**src/rtl/sr_pkg.sv**
```systemverilog
package sr_pkg;
  localparam logic [7:0] OP_WRSR  = 8'h01;
  localparam logic [7:0] OP_WREN  = 8'h06;
  localparam logic [7:0] OP_WRVOL = 8'h50;
  localparam logic [7:0] OP_RD1   = 8'h05;
  localparam logic [7:0] OP_RD2   = 8'h35;
  localparam logic [7:0] OP_RST   = 8'h99;

  // writable image bits 14..2
  localparam logic [15:0] WR_MASK   = 16'h7FFC;
  // lock bits 13..10 and SRP1 bit 8: set-only
  localparam logic [15:0] OTP_MASK  = 16'h3D00;
  // CMP bit 14, QE bit 9, SRP1 bit 8: cleared by one-byte write
  localparam logic [15:0] SHORT_CLR = 16'h4300;

  function automatic logic [15:0] sr_merge(input logic [15:0] cur,
                                           input logic [15:0] wdat,
                                           input logic        short_wr);
    logic [15:0] d;
    logic [15:0] nxt;
    d   = short_wr ? {cur[15:8] & ~SHORT_CLR[15:8], wdat[7:0]} : wdat;
    nxt = (cur & ~WR_MASK) | (d & WR_MASK);
    return nxt | (cur & OTP_MASK);
  endfunction

  function automatic logic [7:0] status_byte(input logic [15:0] img,
                                             input logic wel,
                                             input logic busy,
                                             input logic hi);
    return hi ? {1'b0, img[14:8]} : {img[7:2], wel, busy};
  endfunction
endpackage

```
**src/rtl/spi_front.sv**
```systemverilog
module spi_front #(
  parameter int SYNC_STAGES = 2
) (
  input  logic        clk,
  input  logic        rst_n,
  input  logic        cs_n,
  input  logic        sck,
  input  logic        mosi,
  output logic        cs_low,
  output logic        cs_rise,
  output logic        sck_fall,
  output logic        op_stb,
  output logic [7:0]  opcode,
  output logic [15:0] data_sh,
  output logic [4:0]  bit_cnt
);
  localparam int LAST = SYNC_STAGES - 1;

  logic [LAST:0] cs_p, sck_p, mo_p;
  logic cs_q, sck_q;
  logic cs_s, sck_s, mo_s;
  logic sck_rise, cs_fall;

  always_ff @(posedge clk or negedge rst_n) begin
    if (!rst_n) begin
      cs_p  <= '1;
      sck_p <= '0;
      mo_p  <= '0;
      cs_q  <= 1'b1;
      sck_q <= 1'b0;
    end else begin
      cs_p  <= {cs_p[LAST-1:0], cs_n};
      sck_p <= {sck_p[LAST-1:0], sck};
      mo_p  <= {mo_p[LAST-1:0], mosi};
      cs_q  <= cs_s;
      sck_q <= sck_s;
    end
  end

  assign cs_s     = cs_p[LAST];
  assign sck_s    = sck_p[LAST];
  assign mo_s     = mo_p[LAST];
  assign cs_low   = ~cs_s;
  assign cs_rise  = cs_s & ~cs_q;
  assign cs_fall  = ~cs_s & cs_q;
  assign sck_rise = cs_low & sck_s & ~sck_q;
  assign sck_fall = cs_low & ~sck_s & sck_q;

  always_ff @(posedge clk or negedge rst_n) begin
    if (!rst_n) begin
      bit_cnt <= '0;
      opcode  <= '0;
      data_sh <= '0;
      op_stb  <= 1'b0;
    end else begin
      op_stb <= sck_rise && (bit_cnt == 5'd7);
      if (cs_fall) begin
        bit_cnt <= '0;
      end else if (sck_rise) begin
        if (bit_cnt != 5'd31) bit_cnt <= bit_cnt + 5'd1;
        if (bit_cnt < 5'd8) opcode <= {opcode[6:0], mo_s};
        else                data_sh <= {data_sh[14:0], mo_s};
      end
    end
  end
endmodule

```
**src/rtl/busy_timer.sv**
```systemverilog
module busy_timer #(
  parameter int CYCLES = 1000
) (
  input  logic clk,
  input  logic rst_n,
  input  logic start,
  output logic busy,
  output logic done
);
  localparam int CW = $clog2(CYCLES + 1);
  logic [CW-1:0] cnt;

  always_ff @(posedge clk or negedge rst_n) begin
    if (!rst_n) begin
      cnt  <= '0;
      busy <= 1'b0;
      done <= 1'b0;
    end else begin
      done <= 1'b0;
      if (start && !busy) begin
        cnt  <= CW'(CYCLES);
        busy <= 1'b1;
      end else if (busy) begin
        cnt <= cnt - 1'b1;
        if (cnt == CW'(1)) begin
          busy <= 1'b0;
          done <= 1'b1;
        end
      end
    end
  end

  // busy never runs with an empty count
  p_busy_count_r10: assert property (@(posedge clk) disable iff (!rst_n)
    busy |-> (cnt != '0));
endmodule

```
**src/rtl/sr_regs.sv**
```systemverilog
module sr_regs #(
  parameter logic [15:0] NV_INIT = 16'h0000
) (
  input  logic        clk,
  input  logic        rst_n,
  input  logic        set_wel,
  input  logic        set_varm,
  input  logic        soft_rst,
  input  logic        vol_wr,
  input  logic        nv_start,
  input  logic        nv_done,
  input  logic [15:0] wdata,
  input  logic        short_wr,
  output logic [15:0] vol_img,
  output logic [15:0] nv_img,
  output logic        wel,
  output logic        varm
);
  import sr_pkg::*;

  logic [15:0] pend;
  logic        pend_short;

  always_ff @(posedge clk or negedge rst_n) begin
    if (!rst_n) begin
      vol_img    <= NV_INIT;
      nv_img     <= NV_INIT;
      wel        <= 1'b0;
      varm       <= 1'b0;
      pend       <= '0;
      pend_short <= 1'b0;
    end else begin
      if (soft_rst) begin
        vol_img <= nv_img;
        wel     <= 1'b0;
        varm    <= 1'b0;
      end
      if (set_wel) begin
        wel  <= 1'b1;
        varm <= 1'b0;
      end
      if (set_varm) begin
        varm <= 1'b1;
        wel  <= 1'b0;
      end
      if (vol_wr) begin
        vol_img <= sr_merge(vol_img, wdata, short_wr);
        varm    <= 1'b0;
      end
      if (nv_start) begin
        pend       <= wdata;
        pend_short <= short_wr;
      end
      if (nv_done) begin
        nv_img  <= sr_merge(nv_img, pend, pend_short);
        vol_img <= sr_merge(vol_img, pend, pend_short);
        wel     <= 1'b0;
      end
    end
  end

  // the two enables never coexist
  p_enable_excl_r3: assert property (@(posedge clk) disable iff (!rst_n)
    !(wel && varm));
  // persistent lock bits only ever gain ones
  p_otp_nv_r9: assert property (@(posedge clk) disable iff (!rst_n)
    (($past(nv_img) & OTP_MASK & ~nv_img) == 16'h0000));
  // working lock bits only gain ones, except on reload
  p_otp_vol_r9: assert property (@(posedge clk) disable iff (!rst_n)
    !soft_rst |=> (($past(vol_img) & OTP_MASK & ~vol_img) == 16'h0000));
endmodule

```
**src/rtl/sr_write_engine.sv**
```systemverilog
module sr_write_engine #(
  parameter int          BUSY_CYCLES = 1000,
  parameter int          SYNC_STAGES = 2,
  parameter logic [15:0] NV_INIT     = 16'h0000
) (
  input  logic clk,
  input  logic rst_n,
  input  logic cs_n,
  input  logic sck,
  input  logic mosi,
  output logic miso
);
  import sr_pkg::*;

  logic        cs_low, cs_rise, sck_fall, op_stb;
  logic [7:0]  opcode;
  logic [15:0] data_sh;
  logic [4:0]  bit_cnt;
  logic        busy, nv_done, wel, varm;
  logic [15:0] vol_img, nv_img, wdata;

  spi_front #(.SYNC_STAGES(SYNC_STAGES)) u_front (
    .clk(clk), .rst_n(rst_n), .cs_n(cs_n), .sck(sck), .mosi(mosi),
    .cs_low(cs_low), .cs_rise(cs_rise), .sck_fall(sck_fall),
    .op_stb(op_stb), .opcode(opcode), .data_sh(data_sh), .bit_cnt(bit_cnt)
  );

  // command events, all taken at the chip-select rise
  logic at8, len_ok, short_wr, engaged, is_wr;
  logic set_wel, set_varm, soft_rst, wr_ok, nv_start, vol_wr, wr_bad;

  assign at8      = (bit_cnt == 5'd8);
  assign short_wr = (bit_cnt == 5'd16);
  assign len_ok   = short_wr || (bit_cnt == 5'd24);
  assign engaged  = busy | nv_done;
  assign is_wr    = cs_rise && (opcode == OP_WRSR) && (bit_cnt >= 5'd8);
  assign set_wel  = cs_rise && at8 && (opcode == OP_WREN)  && !engaged;
  assign set_varm = cs_rise && at8 && (opcode == OP_WRVOL) && !engaged;
  assign soft_rst = cs_rise && at8 && (opcode == OP_RST)   && !engaged;
  assign wr_ok    = is_wr && len_ok && !engaged;
  assign nv_start = wr_ok && wel;
  assign vol_wr   = wr_ok && !wel && varm;
  assign wr_bad   = is_wr && !len_ok;
  assign wdata    = short_wr ? {8'h00, data_sh[7:0]} : {data_sh[7:0], data_sh[15:8]};

  sr_regs #(.NV_INIT(NV_INIT)) u_regs (
    .clk(clk), .rst_n(rst_n), .set_wel(set_wel), .set_varm(set_varm),
    .soft_rst(soft_rst), .vol_wr(vol_wr), .nv_start(nv_start), .nv_done(nv_done),
    .wdata(wdata), .short_wr(short_wr), .vol_img(vol_img), .nv_img(nv_img),
    .wel(wel), .varm(varm)
  );

  busy_timer #(.CYCLES(BUSY_CYCLES)) u_timer (
    .clk(clk), .rst_n(rst_n), .start(nv_start), .busy(busy), .done(nv_done)
  );

  // read-out path: live byte, one bit per falling edge, wraps every 8
  logic       rd_act, rd_hi;
  logic [2:0] rd_idx;
  logic [7:0] rd_byte;

  assign rd_byte = status_byte(vol_img, wel, busy, rd_hi);

  always_ff @(posedge clk or negedge rst_n) begin
    if (!rst_n) begin
      rd_act <= 1'b0;
      rd_hi  <= 1'b0;
      rd_idx <= '0;
      miso   <= 1'b0;
    end else if (!cs_low) begin
      rd_act <= 1'b0;
      miso   <= 1'b0;
    end else if (op_stb) begin
      rd_act <= (opcode == OP_RD1) || (opcode == OP_RD2);
      rd_hi  <= (opcode == OP_RD2);
      rd_idx <= '0;
    end else if (sck_fall && rd_act) begin
      miso   <= rd_byte[3'd7 - rd_idx];
      rd_idx <= rd_idx + 3'd1;
    end
  end

  // a persistent cycle never starts on top of a running one
  p_start_idle_r11: assert property (@(posedge clk) disable iff (!rst_n)
    nv_start |-> !busy);
  // WEL is clear once a persistent cycle ends
  p_wel_clears_r10: assert property (@(posedge clk) disable iff (!rst_n)
    nv_done |=> !wel);
  // a badly sized write leaves the working copy alone
  p_abort_hold_r8: assert property (@(posedge clk) disable iff (!rst_n)
    (wr_bad && !nv_done) |=> $stable(vol_img));
  // nothing is shifted out while deselected
  p_miso_idle_r2: assert property (@(posedge clk) disable iff (!rst_n)
    !cs_low |=> !miso);
endmodule

```
**config.mk**
```make
export PLATFORM = sky130hd
export DESIGN_NAME = sr_write_engine
export DESIGN_NICKNAME = d
export VERILOG_FILES = /design/src/rtl/sr_pkg.sv /design/src/rtl/spi_front.sv /design/src/rtl/busy_timer.sv /design/src/rtl/sr_regs.sv /design/src/rtl/sr_write_engine.sv
export SDC_FILE = /design/constraint.sdc
export NUM_CORES = 1
export LEC_CHECK = 0
export BUFFER_PORTS_ARGS = -buffer_cell sky130_fd_sc_hd__buf_2
export CAP_MARGIN = 0
export CORE_ASPECT_RATIO = 1.1
export CORE_MARGIN = 2
export CORE_UTILIZATION = 40
export DETAILED_ROUTE_END_ITERATION = 12
export GPL_TIMING_DRIVEN = 0
export PLACE_DENSITY_LB_ADDON = 0.05
export SLEW_MARGIN = 10
export SYNTH_ARGS = -nofsm -noshare
export SYNTH_HDL_FRONTEND = slang
export SYNTH_HIERARCHICAL = 1
export SYNTH_SLANG_ARGS = --single-unit
```
**constraint.sdc**
```tcl
create_clock -name clk -period 6.08 [get_ports clk]
set_input_delay 1.52 -clock clk [delete_from_list [all_inputs] [get_ports clk]]
set_output_delay 1.52 -clock clk [all_outputs]
set_load 0.02 [all_outputs]
```
# After elaboration in Yosys (flattened, before gate mapping)
# Cells that the tools add are included.
[classes] bitwise=19 n_mux=35 addsub=4 n_reduce_logical=37 magnitude_cmp=3 n_eq_ne=13
[ops] cell="15-bit two-way mux" n=4
[ops] cell="16-bit two-way mux" n=3
[ops] cell="16-bit by 14-bit OR with 16-bit output" n=3
[ops] cell="16-bit by 15-bit OR with 16-bit output" n=3
[ops] cell="10-bit two-way mux" n=2
[ops] cell="1-bit two-way mux" n=19
[ops] cell="1-bit logical AND" n=17
[ops] cell="8-bit by 3-bit equality test with 1-bit output (second input constant)" n=2
[ops] cell="5-bit two-way mux" n=3
[ops] cell="2-bit nonzero test" n=6
[ops] cell="10-bit by 1-bit equality test with 1-bit output (second input constant)" n=1
[ops] cell="5-bit equality test (second input constant)" n=2
[ops] cell="10-bit by 1-bit subtractor with 10-bit output (second input constant)" n=1
[ops] cell="8-bit by 1-bit equality test with 1-bit output (second input constant)" n=1
[ops] cell="8-bit by 6-bit equality test with 1-bit output (second input constant)" n=1
[ops] cell="8-bit by 7-bit equality test with 1-bit output (second input constant)" n=1
[ops] cell="8-bit equality test (second input constant)" n=1
[ops] cell="8-bit two-way mux" n=1
[ops] cell="2-bit AND reduction" n=4
[ops] cell="4-bit nonzero test" n=2
[ops] cell="1-bit AND" n=6
[ops] cell="3-bit two-way mux" n=2
[ops] cell="1-bit inverter" n=6
[ops] cell="3-bit AND reduction" n=2
[ops] cell="15 further kinds" n=18
[word_totals] inputBits=5 out_inout_bits=1 elab_cells=133 register_bits=106

# Depth between registers and ports, before layout
[depth] depth_word=10 mapped_depth=11 ltp_nobuf=9

# Hierarchy
# Netlist, hierarchy kept.
[by_module_without_submodules] mod="sr_regs" instances=1 seq_area_each_um2=1051.0 cells_per_inst=157 area_each_um2=1859.3
[by_module_without_submodules] mod="spi_front" instances=1 seq_area_each_um2=954.7 cells_per_inst=94 area_each_um2=1485.2
[by_module_without_submodules] mod="sr_write_engine" instances=1 seq_area_each_um2=150.1 cells_per_inst=88 area_each_um2=733.2
[by_module_without_submodules] mod="busy_timer" instances=1 seq_area_each_um2=300.3 cells_per_inst=54 area_each_um2=593.1

# Worst setup path after synthesis
# No wires, ideal clock.
[synth_path] kind="reg-to-reg" start="register u_front.cs_p[1]" end="register u_regs.vol_img[7]" period_less_slack_ns=2.692 n_path_buf=2 arrival_time_ns=2.569 t_required_ns=5.957 stages_incl_launch_ff=12 setup_slack_ns=3.388 setup_time_ns=0.123 path_cell_list="dfstp_2 inv_1 nor2_1 nand2b_4 or4b_4 and4bb_2 nor3b_1 buf_6 buf_8 mux2_4 mux2i_1 o21ai_1"
[synth_via] word_cells_on_any_way=13 classes_between="mux: 2; bitwise: 1; reduce/logical: 10"
[synth_lines] item="start, declared" line="spi_front.sv:19" source="logic [LAST:0] cs_p, sck_p, mo_p;"
[synth_lines] item="start signal, assigned" line="spi_front.sv:32" source="cs_p <= {cs_p[LAST-1:0], cs_n};"
[synth_lines] item="1-bit AND" line="spi_front.sv:44" source="assign cs_rise = cs_s & ~cs_q;"
[synth_lines] item="net cs_rise" line="sr_write_engine.sv:15" source="logic cs_low, cs_rise, sck_fall, op_stb;"
[synth_lines] item="1-bit logical AND (3 in series)" line="sr_write_engine.sv:39" source="assign soft_rst = cs_rise && at8 && (opcode == OP_RST) && !engaged;"
[synth_lines] item="net soft_rst" line="sr_write_engine.sv:30" source="logic set_wel, set_varm, soft_rst, wr_ok, nv_start, vol_wr, wr_bad;"
[synth_lines] item="3-bit nonzero test (no source line)"
[synth_lines] item="end signal, assigned" line="sr_regs.sv:34" source="vol_img <= nv_img;"
[synth_lines] item="end signal, assigned" line="sr_regs.sv:47" source="vol_img <= sr_merge(vol_img, wdata, short_wr);"
[synth_lines] item="end signal, assigned" line="sr_regs.sv:56" source="vol_img <= sr_merge(vol_img, pend, pend_short);"
[synth_lines] item="end, declared" line="sr_regs.sv:14" source="output logic [15:0] vol_img,"
# The timed path passes the listed nets, and every way through them passes these cells.
# A chain may end at the register's enable or synchronous reset.

# Worst setup path in the final report
# Ends and elaborated chain as after synthesis.

==> out/results.ini <==
[clock_tree]
clk_pin_slew_ns = 0.07
h-tree-depth = 3
cts_resized = 0
post-cts-setup-buffer-count = 0
clkSinkCount = 98
cts_tree = done
clk_latency_ns = 0.34
holdBufCountCts = 0
cts_buffer_depth = 2
clock_tree.root_cell = clkbuf_16
cts_buffers = 9

[timing]
slew_headroom_pct = 49.0
skew_ns = 0.00906
max_freq_mhz = 340
maxSlewViolCount = 0
setup_violations = 0
finalCritPeriodShare_pct = 48.4
tightest_slew_ns = 0.763
setup_tns_ns = 0
finalHoldViolations = 0
min_period_ns = 2.95
rsz0062_at_grt = false

[placed_design]
dp_hpwl_mm = 6.53
post_dp_cell_area_um2 = 4840
io_buffers = 5
place_congestion = 0.758

[setup_path]
criticalPathCategory = reg -> reg
rr_startpoint = u_front/cs_p[1]$_DFF_PN1_
crit_required_ns = 6.30
cp_max_fo = 10
cp-end-kind = flop
critPathLaunch = u_front/cs_p[1]$_DFF_PN1_
critPathLaunchType = flop
cp_data_arrival_time_ns = 3.17

[status]
status = complete, no violations

[routing]
drt-pass1-iter-count = 4
wl_per_cell_um = 17.0
drtIter0Drc = 200
vias = 2889
drt_wl_total_mm = 9.43
ant_nets = 0
via_per_inst = 5.21
drcViolationCount = 0

[layout]
nNetsFinal = 410
n_antenna_cell = 0
area_growth_pct = 12.0
drive_above_1_share_pct = 25.9
fin_area_um2 = 5150

[floorplanning]
die_x_um = 106
num_rows = 41
die_area_um2 = 12400
fp.dieH_um = 116
top_level_ports = 6
initial_core_util_pct = 40.5
core_um2 = 11300

[global_routing]
grt_usage_pct = 17.0
grt_pass1_wl_mm = 16.0
grt_pass1_vias = 3027
grt_max_degree = 58
globalRouteOverflowTotal = 0
antenna_found_initial = 0

[yosys]
ys_warn_count = 6
synthesis.area_um2 = 4590
syn_area_per_cell_um2 = 12.0
synth_fp_nets = 393
syn_inst = 383

[pwr]
pwr_density_cell_nw_per_um2 = 262
vdd_drop_max_v = 0.000112
cellLeakagePower_nw = 2.44

[worst_hold_path]
hold_start = u_front/mo_p[0]$_DFF_PN0_
hp-class = reg -> reg

[flow_run]
drv_cap = 0

[metrics by stage]
stage | hold WS [ns] | util (%) | total power, mW | worst slack [ns] | cells
2_1_floorplan | 0.331 | - | 0.750 | 3.39 | 383
3_3_place_gp | 0.337 | 42.4 | 0.778 | 2.37 | 538
3_5_place_dp | 0.335 | 42.7 | 0.783 | 3.14 | 539
4_1_cts | 0.357 | 45.4 | 1.37 | 3.12 | 555
5_1_grt | 0.364 | 45.4 | 1.42 | 2.98 | 555
6_report | 0.354 | 45.4 | 1.35 | 3.13 | 555
[placed cells by master (no fill, tap or decap), drive strengths merged, types with 4 or more instances in the layout]
cell	count
a311oi	4
a41oi	4
nor2	21
mux2i	10
mux2	50
dfrtp	95
a21o	5
nor3	7
a211oi	10
buf	17
nand3	6
nor3b	6
ha	5
clkbuf	17
and2	10
o21ai	20
nand2	21
o32ai	5
nor2b	4
a21oi	18
inv	24
[worst max-delay path: stages (launching register included)]
cell and delay [ns]:
dfstp_2 0.58, inv_1 0.09, nor2_1 0.17, nand2b_4 0.07
or4b_4 0.52, and4bb_2 0.30, nor3b_1 0.26, buf_6 0.19
buf_8 0.15, mux2_4 0.30, mux2i_1 0.13, o21ai_1 0.07
[power by group]
group	total [mW]	switching [mW]	internal, mW
clock network	0.581	0.241	0.341
registers	0.699	0.0276	0.672
logic	0.0700	0.0332	0.0369
[sequential cells by signal, indices dropped and copies added, names as in the netlist, 2 cells and up]
register,count
u_front/opcode,8
u_regs/vol_img,13
u_front/data_sh,16
u_front/bit_cnt,5
u_regs/nv_img,13
u_front/mo_p,2
rd_idx,3
u_regs/pend,13
u_timer/cnt,10
u_front/sck_p,2
u_front/cs_p,2
[path summary, 6_finish.rpt]
path | endpoint | slack [ns] | depth (start not counted)
min | u_front/mo_p[1]$_DFF_PN0_ | 0.35 | 0
max in group asynchronous | u_regs/nv_img[10]$_DFFE_PN0P_ | 4.38 | 2
min reg2reg | u_front/mo_p[1]$_DFF_PN0_ | 0.35 | 0
max reg2reg | u_regs/vol_img[7]$_DFFE_PN0P_ | 3.13 | 11
min in group asynchronous | rd_hi$_DFFE_PN0P_ | 1.09 | 1
max | u_regs/vol_img[7]$_DFFE_PN0P_ | 3.13 | 11
[per-layer routing]
| layer | track usage [%] | up-vias | routed length (um) |
|---|---|---|---|
| met3 | 3.35 | 7 | 275 |
| met2 | 26.0 | 31 | 4340 |
| met5 | 0 | - | 0 |
| met1 | 24.3 | 1429 | 4710 |
| li1 | - | 1422 | - |
| met4 | 6.14 | 0 | 103 |
[area by class of cell]
type | instances | area [um^2]
tap | 150 | 188
fill | 1095 | 6190
clock buffer | 12 | 256
multi-input combinational | 245 | 1940
buffer | 16 | 106
timing repair buffer | 6 | 58.8
inverter | 24 | 92.6
sequential | 98 | 2460
clock inverter | 4 | 50.0
No activity file was read; power rests on OpenSTA's default activity.
